`src/rtl/sp_pkg.sv`:
```
package sp_pkg;
  localparam int DATA_BITS = 8;
  localparam int FRAME_LEN = DATA_BITS + 2;
  localparam int CTRL_W    = 6;
  localparam int FLAG_W    = 4;

  // register word indices
  localparam int REG_DATA = 0;
  localparam int REG_STAT = 1;
  localparam int REG_CTRL = 2;
  localparam int REG_INTS = 3;
  localparam int REG_DIV  = 4;

  // control bits
  localparam int C_TX_EN   = 0;
  localparam int C_RX_EN   = 1;
  localparam int C_TX_IE   = 2;
  localparam int C_RX_IE   = 3;
  localparam int C_TXO_IE  = 4;
  localparam int C_RXO_IE  = 5;

  // flag bits
  localparam int F_TX  = 0;
  localparam int F_RX  = 1;
  localparam int F_TXO = 2;
  localparam int F_RXO = 3;

  typedef enum logic [1:0] {RX_IDLE, RX_START, RX_DATA, RX_STOP} rx_state_t;
endpackage

```
`src/rtl/sp_tx.sv`:
```
module sp_tx import sp_pkg::*; #(
  parameter int DIV_W = 21
) (
  input  logic                 clk,
  input  logic                 rst_n,
  input  logic                 en,
  input  logic [DIV_W-1:0]     div,
  input  logic                 hold_full,
  input  logic [DATA_BITS-1:0] hold_byte,
  output logic                 take,
  output logic                 txd
);
  localparam int IDX_W = $clog2(FRAME_LEN);
  localparam logic [IDX_W-1:0] LAST = IDX_W'(FRAME_LEN - 1);

  logic                 busy;
  logic [IDX_W-1:0]     idx;
  logic [DIV_W-1:0]     cnt;
  logic [FRAME_LEN-1:0] frame;

  assign take = en && !busy && hold_full;

  always_ff @(posedge clk) begin
    if (!rst_n) begin
      busy  <= 1'b0;
      txd   <= 1'b1;
      idx   <= '0;
      cnt   <= '0;
      frame <= '1;
    end else if (!en) begin
      busy <= 1'b0;
      txd  <= 1'b1;
    end else if (take) begin
      busy  <= 1'b1;
      frame <= {1'b1, hold_byte, 1'b0};
      txd   <= 1'b0;
      idx   <= '0;
      cnt   <= div - 1'b1;
    end else if (busy) begin
      if (cnt != '0) begin
        cnt <= cnt - 1'b1;
      end else if (idx == LAST) begin
        busy <= 1'b0;
      end else begin
        idx <= idx + 1'b1;
        txd <= frame[idx + 1'b1];
        cnt <= div - 1'b1;
      end
    end
  end
endmodule

```
`src/rtl/sp_rx.sv`:
```
module sp_rx import sp_pkg::*; #(
  parameter int DIV_W = 21
) (
  input  logic                 clk,
  input  logic                 rst_n,
  input  logic                 en,
  input  logic [DIV_W-1:0]     div,
  input  logic                 rxd,
  output logic                 done,
  output logic [DATA_BITS-1:0] byte_out
);
  localparam int BIT_W = $clog2(DATA_BITS);

  logic             s1, s2, s3;
  rx_state_t        state;
  logic [DIV_W-1:0] cnt;
  logic [BIT_W-1:0] nbit;

  always_ff @(posedge clk) begin
    if (!rst_n) begin
      s1 <= 1'b1;
      s2 <= 1'b1;
      s3 <= 1'b1;
    end else begin
      s1 <= rxd;
      s2 <= s1;
      s3 <= s2;
    end
  end

  always_ff @(posedge clk) begin
    if (!rst_n) begin
      state    <= RX_IDLE;
      cnt      <= '0;
      nbit     <= '0;
      done     <= 1'b0;
      byte_out <= '0;
    end else begin
      done <= 1'b0;
      if (!en) begin
        state <= RX_IDLE;
      end else begin
        case (state)
          RX_IDLE: if (s3 && !s2) begin
            state <= RX_START;
            cnt   <= (div >> 1) - 1'b1;
          end
          RX_START: if (cnt != '0) cnt <= cnt - 1'b1;
            else if (!s2) begin
              state <= RX_DATA;
              cnt   <= div - 1'b1;
              nbit  <= '0;
            end else state <= RX_IDLE;
          RX_DATA: if (cnt != '0) cnt <= cnt - 1'b1;
            else begin
              byte_out <= {s2, byte_out[DATA_BITS-1:1]};
              cnt      <= div - 1'b1;
              nbit     <= nbit + 1'b1;
              if (nbit == BIT_W'(DATA_BITS - 1)) state <= RX_STOP;
            end
          default: if (cnt != '0) cnt <= cnt - 1'b1;
            else begin
              done  <= s2;
              state <= RX_IDLE;
            end
        endcase
      end
    end
  end
endmodule

```
`src/rtl/serial_port_core.sv`:
```
module serial_port_core import sp_pkg::*; #(
  parameter int DIV_W   = 21,
  parameter int MIN_DIV = 16,
  parameter int ADDR_W  = 5,
  parameter int BUS_W   = 32
) (
  input  logic              clk,
  input  logic              rst_n,
  input  logic [ADDR_W-1:0] bus_addr,
  input  logic              bus_wr,
  input  logic              bus_rd,
  input  logic [BUS_W-1:0]  bus_wdata,
  output logic [BUS_W-1:0]  bus_rdata,
  input  logic              rxd,
  output logic              txd,
  output logic              irq_rx,
  output logic              irq_tx,
  output logic              irq_ovr
);
  localparam int SEL_W = ADDR_W - 2;

  logic [SEL_W-1:0]     sel;
  logic                 sel_data, sel_stat, sel_ctrl, sel_ints, sel_div;
  logic [CTRL_W-1:0]    ctrl_q;
  logic [DIV_W-1:0]     div_q, eff_div;
  logic [DATA_BITS-1:0] hold_q, rx_data, rx_byte;
  logic                 hold_full, rx_full;
  logic [FLAG_W-1:0]    flags_q, fl_set, fl_clr;
  logic                 tx_take, rx_done, data_wr, tx_ovr_ev, rx_ovr_ev, rx_ev;
  logic                 unused_bits;

  assign sel      = bus_addr[ADDR_W-1:2];
  assign sel_data = (sel == SEL_W'(REG_DATA));
  assign sel_stat = (sel == SEL_W'(REG_STAT));
  assign sel_ctrl = (sel == SEL_W'(REG_CTRL));
  assign sel_ints = (sel == SEL_W'(REG_INTS));
  assign sel_div  = (sel == SEL_W'(REG_DIV));
  assign unused_bits = ^{bus_addr[1:0], bus_wdata[BUS_W-1:DIV_W]};

  assign eff_div = (div_q < DIV_W'(MIN_DIV)) ? DIV_W'(MIN_DIV) : div_q;

  always_ff @(posedge clk) begin
    if (!rst_n) begin
      ctrl_q <= '0;
      div_q  <= '0;
    end else if (bus_wr) begin
      if (sel_ctrl) ctrl_q <= bus_wdata[CTRL_W-1:0];
      if (sel_div)  div_q  <= bus_wdata[DIV_W-1:0];
    end
  end

  // transmit holding slot
  assign data_wr   = bus_wr && sel_data && ctrl_q[C_TX_EN];
  assign tx_ovr_ev = data_wr && hold_full;

  always_ff @(posedge clk) begin
    if (!rst_n) begin
      hold_full <= 1'b0;
      hold_q    <= '0;
    end else if (!ctrl_q[C_TX_EN]) begin
      hold_full <= 1'b0;
    end else if (data_wr && !hold_full) begin
      hold_full <= 1'b1;
      hold_q    <= bus_wdata[DATA_BITS-1:0];
    end else if (tx_take) begin
      hold_full <= 1'b0;
    end
  end

  sp_tx #(.DIV_W(DIV_W)) u_tx (
    .clk(clk), .rst_n(rst_n), .en(ctrl_q[C_TX_EN]), .div(eff_div),
    .hold_full(hold_full), .hold_byte(hold_q), .take(tx_take), .txd(txd)
  );

  sp_rx #(.DIV_W(DIV_W)) u_rx (
    .clk(clk), .rst_n(rst_n), .en(ctrl_q[C_RX_EN]), .div(eff_div),
    .rxd(rxd), .done(rx_done), .byte_out(rx_byte)
  );

  // receive holding slot
  assign rx_ev     = rx_done && !rx_full;
  assign rx_ovr_ev = rx_done && rx_full;

  always_ff @(posedge clk) begin
    if (!rst_n) begin
      rx_full <= 1'b0;
      rx_data <= '0;
    end else if (rx_ev) begin
      rx_full <= 1'b1;
      rx_data <= rx_byte;
    end else if (bus_rd && sel_data) begin
      rx_full <= 1'b0;
    end
  end

  // sticky flags, set wins over clear
  assign fl_set = {rx_ovr_ev, tx_ovr_ev, rx_ev, tx_take};
  assign fl_clr = ((bus_wr && sel_ints) ? bus_wdata[FLAG_W-1:0] : '0)
                | ((bus_wr && sel_stat) ? {bus_wdata[F_RXO:F_TXO], 2'b00} : '0);

  always_ff @(posedge clk) begin
    if (!rst_n) flags_q <= '0;
    else        flags_q <= (flags_q & ~fl_clr) | fl_set;
  end

  assign irq_tx  = flags_q[F_TX] && ctrl_q[C_TX_IE];
  assign irq_rx  = flags_q[F_RX] && ctrl_q[C_RX_IE];
  assign irq_ovr = (flags_q[F_TXO] && ctrl_q[C_TXO_IE])
                || (flags_q[F_RXO] && ctrl_q[C_RXO_IE]);

  always_comb begin
    bus_rdata = '0;
    if (sel_data)      bus_rdata = BUS_W'(rx_data);
    else if (sel_stat) bus_rdata = BUS_W'({flags_q[F_RXO], flags_q[F_TXO], rx_full, hold_full});
    else if (sel_ctrl) bus_rdata = BUS_W'(ctrl_q);
    else if (sel_ints) bus_rdata = BUS_W'(flags_q);
    else if (sel_div)  bus_rdata = BUS_W'(div_q);
  end
endmodule

```
`config.mk`:
```
export PLATFORM = sky130hd
export DESIGN_NAME = serial_port_core
export DESIGN_NICKNAME = d
export VERILOG_FILES = /design/src/rtl/sp_pkg.sv /design/src/rtl/sp_tx.sv /design/src/rtl/sp_rx.sv /design/src/rtl/serial_port_core.sv
export SDC_FILE = /design/constraint.sdc
export NUM_CORES = 1
export LEC_CHECK = 0
export ABC_AREA = 0
export ABC_CLOCK_PERIOD_IN_PS = 3850
export BUFFER_PORTS_ARGS = -buffer_cell sky130_fd_sc_hd__buf_2
export CAP_MARGIN = 15
export CORE_MARGIN = 5
export CORE_UTILIZATION = 61
export CTS_CLUSTER_SIZE = 14
export DETAILED_ROUTE_END_ITERATION = 7
export PLACE_DENSITY = 0.82
export SETUP_SLACK_MARGIN = 0.15
export SYNTH_ARGS = -nofsm -noshare
export SYNTH_HDL_FRONTEND = slang
export SYNTH_HIERARCHICAL = 1
export SYNTH_SLANG_ARGS = --single-unit
```
`constraint.sdc`:
```
create_clock -name clk -period 3.85 [get_ports clk]
set_input_delay 0.385 -clock clk [delete_from_list [all_inputs] [get_ports clk]]
set_output_delay 0.385 -clock clk [all_outputs]
set_load 0.1 [all_outputs]
```
==> impl_metrics.env, run 1 <==
export IMPL_synth_top_area_cell="dfxtp_1"
export IMPL_drt_pass1_iterations=6
export IMPL_power_frac_clock_pct=45.9
export IMPL_antenna_found_initial=0
export IMPL_clk_latency_ns=0.43
export IMPL_cts_buffers=17
export IMPL_yosysMostFrequentCell="nand2_1"
export IMPL_core_rowCount=43
export IMPL_crit_path_start_kind="flop"
export IMPL_grt_overflow=0
export IMPL_hold_buffers=0
export IMPL_whs_ns=0.143
export IMPL_slowest_delay_ns=0.55
export IMPL_die_width_um=128
export IMPL_worst_slack_ns=0.345
export IMPL_synth_flop_cell="dfxtp_1"
export IMPL_insertedDiodeCount=0
export IMPL_syn_area_um2=8480
export IMPL_yosysWarningCount=6
export IMPL_synth_area_leaders="dfxtp_1 29%, nand2_1 5.6%, xnor2_1 4.1%"
export IMPL_synthTopCellsByCount="127 x nand2_1, 123 x dfxtp_1, 59 x nor2_1, 45 x clkbuf_1, 45 x o21ai_0"
export IMPL_period_share_pct=91.0
export IMPL_cap_violations=0
export IMPL_p_sw_mw=1.04
export IMPL_place_congestion=0.939
export IMPL_skew_ns=0.00942
export IMPL_num_vias=8492
export IMPL_die_area_um2=16400
export IMPL_tritoncts="built"
export IMPL_drc=0
export IMPL_clk_pin_slew_ns=0.06
export IMPL_total_power_mw=3.44
export IMPL_comb_power_share_pct=16.6
export IMPL_status="completed"
export IMPL_synth_cell_type_count=94
export IMPL_drtIter0Drc=1249
export IMPL_viasPerCell=6.67
export IMPL_worstPathCellList="nor4_1 -> and4_2 -> a21boi_0 -> inv_1 -> ha_1 -> or4b_1 -> or4_4 -> nor4_2 -> xnor2_1 -> o221a_1 -> a211oi_2"
export IMPL_ys_seq_area_share_pct=29.0
export IMPL_cp_end_kind="flop"
export IMPL_worst_endpoint_required_ns=4.20
export IMPL_hpwl_um=16600
export IMPL_nets=1139
export IMPL_synth_cells=1061
export IMPL_wl_um=24300
export IMPL_p_int_mw=2.40
export IMPL_setup_viol=0
export IMPL_cpMaxStageDelayCell="or4_4"
export IMPL_ir_drop_mv=0.365
export IMPL_io_buffers=53
export IMPL_ioPinCount=78
export IMPL_start_util_pct=61.6
export IMPL_die_y_um=128
export IMPL_tns_ns=0
export IMPL_grt_pass1_vias=7672
export IMPL_grt_max_degree=54
export IMPL_path_max_fanout=11
export IMPL_timing_fmax_mhz=285
export IMPL_hold_violations=0
export IMPL_relSlewSlack_pct=34.9
export IMPL_power_density_nw_per_um2=369
export IMPL_cts_num_sinks=123
export IMPL_slew_violations=0
export IMPL_core_um2=13800
export IMPL_synth_edf_count=0
export IMPL_async_flop_share_pct=0
export IMPL_ys_seq_elements=123
export IMPL_grt_pass1_wl_um=39100
export IMPL_drive_gt1_share_pct=15.2
export IMPL_seq_power_share_pct=37.5
export IMPL_clockBufferDepth=2
export IMPL_ant_nets=0
export IMPL_synth_top_area_share_pct=29.0
export IMPL_track_usage_pct=29.3
export IMPL_cts_htree_levels=4
export IMPL_rsz0062_at_grt="no"
export IMPL_areaGrowthSynthToFinish_pct=9.74
export IMPL_period_minus_slack_ns=3.50
export IMPL_p_leak_nw=3.74
export IMPL_pre_cts_slack_ns=0.376
export IMPL_switching_share_pct=30.2
export IMPL_wl_per_cell_um=19.1
export IMPL_crit_type="reg2reg"
export IMPL_worstPathArrival_ns=3.85
export IMPL_hold_class="in2reg"
export IMPL_postSynthAreaPerCell_um2=7.99
export IMPL_root_buffer="clkbuf_16"
export IMPL_n_fill_cell=1179
export IMPL_tightest_slew_ns=0.971
==> through the flow <==
| step | utilization, % | area, um2 | std cells |
|---|---|---|---|
| final | 67.6 | 9310 | 1274 |
| after global routing | 67.6 | 9310 | 1274 |
| after CTS | 67.4 | 9280 | 1272 |
| after detailed placement | 63.2 | 8700 | 1240 |
| after global placement | 63.2 | 8700 | 1240 |
| after floorplan | - | 8520 | 1071 |
==> layout make-up <==
cell class              instances  area, um2  share of cell area [%]
inverters                      27        101                    1.09
repair buffers                 88        528                    5.67
flip-flops and latches        123       2460                    26.5
well taps                     180        225                    2.42
multi-input cells             824       5410                    58.1
clock inverters                15        154                    1.65
clock buffers                  17        425                    4.57
==> cells in the final DEF, fill, tap and decap left out, types with 17 or more instances in the layout <==
cell type	count
nand4_1	21
nand2_1	127
o21ai_0	44
clkbuf_16	17
nor2_1	59
o22ai_1	19
nor4_1	26
mux2i_1	33
nand3_1	43
a21boi_1	21
nor2b_1	23
a21boi_0	24
dfxtp_1	122
xnor2_1	40
xor2_1	20
buf_2	53
nor3_1	32
inv_1	27
a21oi_1	26
buf_4	35
==> worst max-delay path: cells and delay by family (launching register included) <==
| kind | cells | cell delay [ns] |
|---|---|---|
| DFF | 1 | 0.31 |
| AOI/OAI and AO/OA | 3 | 0.60 |
| and+or+nand+nor | 5 | 1.98 |
| adders and majority gates | 1 | 0.25 |
| buffers and inverters | 1 | 0.17 |
| xor gates and xnor gates | 1 | 0.11 |
==> worst paths after layout <==
kind	startpoint	end	slack, ns	depth (start not counted)
setup / recovery	div_q[12]$_SDFFE_PN0P_	u_rx/cnt[17]$_SDFFE_PN0P_	0.35	11
hold / removal	rxd	u_rx/s1$_SDFF_PN1_	0.14	2
hold reg to reg	u_rx/s1$_SDFF_PN1_	u_rx/s2$_SDFF_PN1_	0.41	1
setup reg to reg	div_q[12]$_SDFFE_PN0P_	u_rx/cnt[17]$_SDFFE_PN0P_	0.35	11
==> power groups by stage <==
stage	clock [mW]	combinational [mW]	sequential (mW)
2_1_floorplan	0	0.451	1.31
3_3_place_gp	0	0.542	1.32
3_5_place_dp	0	0.548	1.32
4_1_cts	1.59	0.554	1.29
5_1_grt	1.66	0.611	1.29
6_report	1.58	0.569	1.29
==> flip-flops by register name, indices dropped and copies added (netlist names), 6 cells and up <==
signal and count:
rx_data 8, ctrl_q 6, u_rx/cnt 21, u_tx/frame 9, div_q 21, u_tx/cnt 21, hold_q 8, u_rx/byte_out 8
==> metal layers <==
| metal | up-vias | GRT usage, % | routed length (um) |
|---|---|---|---|
| met5 | - | 0 | 0 |
| met4 | 0 | 9.49 | 495 |
| met3 | 56 | 6.75 | 2330 |
| met2 | 478 | 47.4 | 11500 |
| met1 | 4029 | 38.9 | 10000 |
| li1 | 3929 | - | - |
==> logic make-up after synthesis <==
logic type | synth area share, %
compound gates | 22.1
xor+xnor | 6.20
fa+ha+maj | 2.36
buf+inv | 7.72
flops | 29.0
mux | 4.56
other cells | 0.0442
simple gates | 28.0
==> timing repair <==
item	CTS	global route
endpoints found under the setup margin	0	1
gates resized for setup	0	3
setup buffers	0	2
Note: power is estimated with default switching activity, not from simulation.
==> run 2, diff against run 1 <==
--- a/config.mk
+++ b/config.mk
@@ -6,7 +6,7 @@
 export NUM_CORES = 1
 export LEC_CHECK = 0
 export ABC_AREA = 0
-export ABC_CLOCK_PERIOD_IN_PS = 3850
+export ABC_CLOCK_PERIOD_IN_PS = 4000
 export BUFFER_PORTS_ARGS = -buffer_cell sky130_fd_sc_hd__buf_2
 export CAP_MARGIN = 15
 export CORE_MARGIN = 5
==> constraint.sdc (replaced) <==
create_clock -name clk -period 4 [get_ports clk]
set_input_delay 0.4 -clock clk [delete_from_list [all_inputs] [get_ports clk]]
set_output_delay 0.4 -clock clk [all_outputs]
set_load 0.1 [all_outputs]
==> run 2 against run 1 <==
Count of clock-buffer cells in the layout rose by 2. Critical path depth stayed put. Sequential cell count unchanged. Core utilization fell by 0.42 points. Clock skew increased by 0.0027 ns. Critical path type unchanged.
==> impl_metrics.env, run 2 (synthesized netlist as in run 1, its figures left out) <==
export IMPL_cts_num_sinks=123
export IMPL_die_area_um2=16400
export IMPL_drc=0
export IMPL_cts_buffers=17
export IMPL_crit_path_start_kind="flop"
export IMPL_grt_overflow=0
export IMPL_clockBufferDepth=2
export IMPL_total_power_mw=3.32
export IMPL_grt_max_degree=65
export IMPL_clk_pin_slew_ns=0.06
export IMPL_viasPerCell=6.68
export IMPL_path_max_fanout=11
export IMPL_num_vias=8468
export IMPL_start_util_pct=61.6
export IMPL_use_met1_pct=39.5
export IMPL_crit_type="reg2reg"
export IMPL_status="completed"
export IMPL_largest_registers="div_q (21), u_rx/cnt (21), u_tx/cnt (21)"
export IMPL_setup_viol=0
export IMPL_drive_gt1_share_pct=14.4
export IMPL_worstPathArrival_ns=3.83
export IMPL_tightest_slew_ns=1.09
export IMPL_clk_latency_ns=0.43
export IMPL_worst_slack_ns=0.513
export IMPL_hold_violations=0
export IMPL_hold_class="in2reg"
export IMPL_ioPinCount=78
export IMPL_ant_nets=0
export IMPL_grt_pass1_vias=7858
export IMPL_ctsResizeCount=0
export IMPL_finalCoreUtilization_pct=67.1
export IMPL_die_y_um=128
export IMPL_ir_drop_mv=0.385
export IMPL_io_buffers=53
export IMPL_tns_ns=0
export IMPL_use_met2_pct=46.5
export IMPL_die_width_um=128
export IMPL_pre_cts_slack_ns=0.560
export IMPL_antenna_found_initial=0
export IMPL_drtIter0Drc=1294
export IMPL_rsz0062_at_grt="no"
export IMPL_tritoncts="built"
export IMPL_cts_setup_buffers=0
export IMPL_wl_per_cell_um=19.0
export IMPL_cp_end_kind="flop"
export IMPL_period_share_pct=87.2
export IMPL_timing_fmax_mhz=287
export IMPL_mostFrequentLayoutCell="nand2_1"
export IMPL_grt_pass1_wl_um=39200
export IMPL_cap_violations=0
export IMPL_core_rowCount=43
export IMPL_place_congestion=0.955
export IMPL_insertedDiodeCount=0
export IMPL_layout_common_cells="127 x nand2_1, 123 x dfxtp_1, 59 x nor2_1"
export IMPL_slew_violations=0
export IMPL_p_leak_nw=3.71
export IMPL_hold_buffers=0
export IMPL_skew_ns=0.0121
export IMPL_met3_usage_pct=6.46
export IMPL_cts_htree_levels=4
export IMPL_hpwl_um=16600
export IMPL_busiest_layer="met2"
export IMPL_power_density_nw_per_um2=359
export IMPL_root_buffer="clkbuf_16"
export IMPL_core_um2=13800
export IMPL_wl_um=24100
export IMPL_drt_pass1_iterations=6
export IMPL_nets=1132
export IMPL_worst_endpoint_required_ns=4.34
export IMPL_period_minus_slack_ns=3.49
export IMPL_areaGrowthSynthToFinish_pct=9.06
export IMPL_relSlewSlack_pct=27.2
export IMPL_track_usage_pct=29.4
run 2: cell types whose count changed in the layout (fill, tap and decap cells not counted), sizes merged:
cell	before	now
clkbuf	17	19
buf	88	81
clkinv	3	1
run 2: worst paths after layout:
kind | startpoint | depth (start not counted) | to | slack [ns]
worst max register to register | div_q[20]$_SDFFE_PN0P_ | 11 | u_rx/cnt[17]$_SDFFE_PN0P_ | 0.51
worst min-delay path | rxd | 2 | u_rx/s1$_SDFF_PN1_ | 0.16
worst min register to register | u_rx/s1$_SDFF_PN1_ | 1 | u_rx/s2$_SDFF_PN1_ | 0.41
worst max-delay path | div_q[20]$_SDFFE_PN0P_ | 11 | u_rx/cnt[17]$_SDFFE_PN0P_ | 0.51
run 2: metrics by stage:
stage                     std cells  instance area, um2  hold WS (ns)
after floorplan                1071                8520         0.386
after CTS                      1267                9250         0.145
final                          1267                9250         0.159
after detailed placement       1235                8660         0.399
after global routing           1267                9250         0.156
after global placement         1235                8660         0.388
run 2: final cells by class:
type	count	area, um2
multi-input combinational	824	5400
clock inverter	13	130
timing repair buffer	81	475
inverter	27	101
tap	180	225
clock buffer	19	453
sequential	123	2460
fill	1156	4530
run 2: worst max-delay path, stage by stage, from the launching register on:
cell and delay [ns]:
dfxtp_1 0.42, nor4_1 0.30, and4_1 0.30, a21boi_0 0.14, inv_1 0.18, ha_1 0.24
or4b_1 0.51, or4_4 0.53, nor4_2 0.20, xnor2_1 0.10, o221a_1 0.25, a211oi_2 0.20
run 2: where the power goes:
part	leakage (nW)	internal, mW	switching (mW)
Clock	0.280	0.904	0.633
Combinational	2.44	0.198	0.347
Sequential	0.992	1.23	0.00945
run 2: layer usage:
layer  wire (um)  vias up  share of wire [%]
met2       11100      503                 46
li1            -     3926                  -
met1        9980     3966                 41
met4         660        0                2.7
met5           0        -                  0
met3        2390       73                9.9
